[src/rtl/load_use_stall.sv]
module load_use_stall #(
  parameter int PC_W    = 32,
  parameter int INSTR_W = 32,
  parameter int CTRL_W  = 9,
  parameter int REG_W   = 5,
  parameter int RS_LSB  = 21,
  parameter int RT_LSB  = 16,
  parameter logic [PC_W-1:0] RESET_PC = '0
) (
  input  logic               clk,
  input  logic               rst_n,
  input  logic [INSTR_W-1:0] fetch_instr,
  input  logic [CTRL_W-1:0]  dec_ctrl,
  input  logic               ex_mem_read,
  input  logic [REG_W-1:0]   ex_rt,
  output logic               pc_we,
  output logic               ifid_we,
  output logic               ctrl_zero,
  output logic [PC_W-1:0]    pc,
  output logic [INSTR_W-1:0] ifid_instr,
  output logic [CTRL_W-1:0]  idex_ctrl
);
  localparam logic [PC_W-1:0] PC_STEP = PC_W'(INSTR_W / 8);

  logic [REG_W-1:0] src_a, src_b;
  logic             hit;

  assign src_a = ifid_instr[RS_LSB +: REG_W];
  assign src_b = ifid_instr[RT_LSB +: REG_W];
  assign hit   = ex_mem_read && ((ex_rt == src_a) || (ex_rt == src_b));

  assign ctrl_zero = hit;
  assign pc_we     = !hit;
  assign ifid_we   = !hit;
  assign idex_ctrl = hit ? '0 : dec_ctrl;

  always_ff @(posedge clk) begin
    if (!rst_n) begin
      pc         <= RESET_PC;
      ifid_instr <= '0;
    end else begin
      if (pc_we)   pc         <= pc + PC_STEP;
      if (ifid_we) ifid_instr <= fetch_instr;
    end
  end
endmodule

[config.mk]
export PLATFORM = sky130hd
export DESIGN_NAME = load_use_stall
export DESIGN_NICKNAME = d
export VERILOG_FILES = /design/src/rtl/load_use_stall.sv
export SDC_FILE = /design/constraint.sdc
export NUM_CORES = 1
export LEC_CHECK = 0
export ABC_CLOCK_PERIOD_IN_PS = 5000
export BUFFER_PORTS_ARGS = -buffer_cell sky130_fd_sc_hd__buf_2
export CAP_MARGIN = 20
export CELL_PAD_IN_SITES_DETAIL_PLACEMENT = 0
export CELL_PAD_IN_SITES_GLOBAL_PLACEMENT = 1
export CORE_MARGIN = 4
export CORE_UTILIZATION = 35
export DETAILED_ROUTE_END_ITERATION = 7
export PLACE_DENSITY = 0.82
export SYNTH_ARGS = -nofsm -noshare
export SYNTH_HDL_FRONTEND = slang
export SYNTH_SLANG_ARGS = --single-unit
[constraint.sdc]
create_clock -name clk -period 5 [get_ports clk]
set_clock_uncertainty 0.2 [all_clocks]
set_input_delay 0.75 -clock clk [delete_from_list [all_inputs] [get_ports clk]]
set_output_delay 0.75 -clock clk [all_outputs]
set_load 0.005 [all_outputs]
==> results.cfg <==
[run_status]
status = finished clean

[yosys]
synth_ff_type = dfxtp_1
synth_fa_ha_area_frac = 0.00458
synthMuxAreaShare = 0.00733
synth_area_leaders = dfxtp_1 45%, nand2_1 12%, a21oi_1 11%
synth_compound_area_frac = 0.175
yosys.area_share.simple = 0.268
synth_xor_area_frac = 0.0385
seq_area_frac_synth = 0.454
avgSynthCellArea_um2 = 7.99
synth.distinct_cells = 33
netlist_area_um2 = 2730
synth_edf_count = 0
yosysTopAreaCell = dfxtp_1
synthCells = 342
ys_ff_latch = 62
synth_warnings = 0
yosysTopAreaCellShare = 0.454
synth_top_family_by_area = simple AND/OR/NAND/NOR gates
async_flop_share = 0

[setup_path]
end_kind = output port
path_class = input pin to output port
cp.required_ns = 4.05
path_max_fanout = 24
startpoint_type = input pin
timing.rr.start = ifid_instr[17]
startpoint = ex_rt[4]
worstPathArrival_ns = 2.17

[worst_hold_path]
min_from = ifid_instr[29]
hp-class = flip-flop to flip-flop

[timing]
finalCritPeriodShare = 0.623
max_freq_ghz = 0.321
fin_crit_ns = 3.12
rsz0062_at_grt = no
fin_hold_ws_ns = 0.251
drv_slew = 0
setup_violations = 0
tightest_slew_ns = 0.786
slew-limit-headroom = 0.473
hold_viol_final = 0
fin_tns_setup_ns = 0

[cts]
cts_tree = yes
cts-buffers-inserted = 9
cts-root-buf = clkbuf_8
cts-root-to-sink-buffers = 2
clkSinkCount = 62
cts_resized = 0
cts_hold_buf = 0
htree_levels = 3
worst_skew_pair.late_latency_ns = 0.33
cts_setup_buffers = 0
clk_pin_slew_worst_paths_ns = 0.07

[pwr]
power_density_nw_per_um2 = 312
power_mw = 1.13
power_leakage_nw = 1.61
vdd_drop_max_mv = 0.180

[routing]
wl_per_cell_um = 14.0
wl_mm = 7.89
dr.pass1.iters = 4
postRouteAntennaNets = 0
drtIter0Drc = 62
vias = 2799
drcViolationCount = 0
via_per_inst = 4.98

[die]
core-area_um2 = 7410
fp.dieH_um = 96.3
ioPinCount = 125
start_util = 0.369
die_area_um2 = 9280
die_w_um = 96.3
num_rows = 31

[global_routing]
grt_overflow = 0
antenna_found_initial = 0
grt_pass1_wl_mm = 12.5
grt_pass1_vias = 2615
grt_max_degree = 36
grt.total_usage = 0.176

[placement]
io_buffer_count = 122
place_congestion = 0.859
hpwl_mm = 5.78

[layout]
num_antenna_cells = 0
fill_cells = 743
final_common_cell = buf_2
area_delta_synth_final_pct = 32.3
multi_input_area_um2 = 1350
final_net_count = 508
seq_area_um2 = 1240
drive_gt1_frac = 0.313
layout_common_cells = 122 x buf_2, 84 x nand2_1, 62 x dfxtp_1

[run]
max-cap-violations = 0
==> cell families after synthesis <==
family                     after synthesis
buffers and inverters                   32
and+or+nand+nor                        146
muxes                                    2
xor gates and xnor gates                12
DFF                                     62
other                                    1
AOI/OAI and AO/OA                       86
adders and majority gates                1
==> power by group <==
group | total, mW | internal, mW | switching (mW)
logic | 0.114 | 0.0535 | 0.0607
registers | 0.530 | 0.514 | 0.0159
clock network | 0.483 | 0.293 | 0.190
==> cells in the mapped netlist (all sizes together) (5+ instances only) <==
| cell type | count |
|---|---|
| a21oi | 58 |
| and2 | 10 |
| buf | 6 |
| clkbuf | 17 |
| dfxtp | 62 |
| inv | 8 |
| nand2 | 84 |
| nand3 | 5 |
| nand4 | 8 |
| o21ai | 11 |
| o31ai | 14 |
| or3 | 11 |
| or4 | 14 |
| xnor2 | 11 |
==> per-stage QoR <==
stage / util / cell area, um^2 / setup slack, ns / instances
final: 0.488 / 3610 / 1.88 / 562
after global placement: 0.459 / 3400 / 1.94 / 546
after global routing: 0.488 / 3610 / 1.72 / 562
after CTS: 0.488 / 3610 / 1.87 / 562
after floorplan: - / 2740 / 2.18 / 343
after detailed placement: 0.459 / 3400 / 1.88 / 546
==> path summary, 6_finish.rpt <==
check                   end  cells after the start  slack [ns]
max            idex_ctrl[2]                      6        1.88
min          ifid_instr[29]                      2        0.25
max reg2reg           pc[5]                      7        2.49
min reg2reg  ifid_instr[29]                      2        0.25
==> critical path, stage by stage <==
cell and delay (ns):
buf_2 0.12, xnor2_1 0.11, nand4_1 0.15, o22a_1 0.69
and2_1 0.23, buf_2 0.11
==> routing by layer <==
metal / up-vias / GRT usage / part of all wire
met1: 1257 / 0.219 / 0.43
met2: 117 / 0.273 / 0.45
li1: 1414 / - / -
met5: - / 0 / 0
met3: 11 / 0.0649 / 0.098
met4: 0 / 0.0759 / 0.017
==> final cells by class <==
class / instances / area share
Tap cell: 99 / 0.0343
Timing Repair Buffer: 127 / 0.179
Clock inverter: 4 / 0.0194
Clock buffer: 12 / 0.0402
Sequential cell: 62 / 0.343
Multi-Input combinational cell: 249 / 0.374
Inverter: 9 / 0.00935
==> registers in the layout, indices dropped and copies added (netlist names) <==
signal and flops:
ifid_instr 32, pc 30
Note: power is estimated with default switching activity, not from simulation.
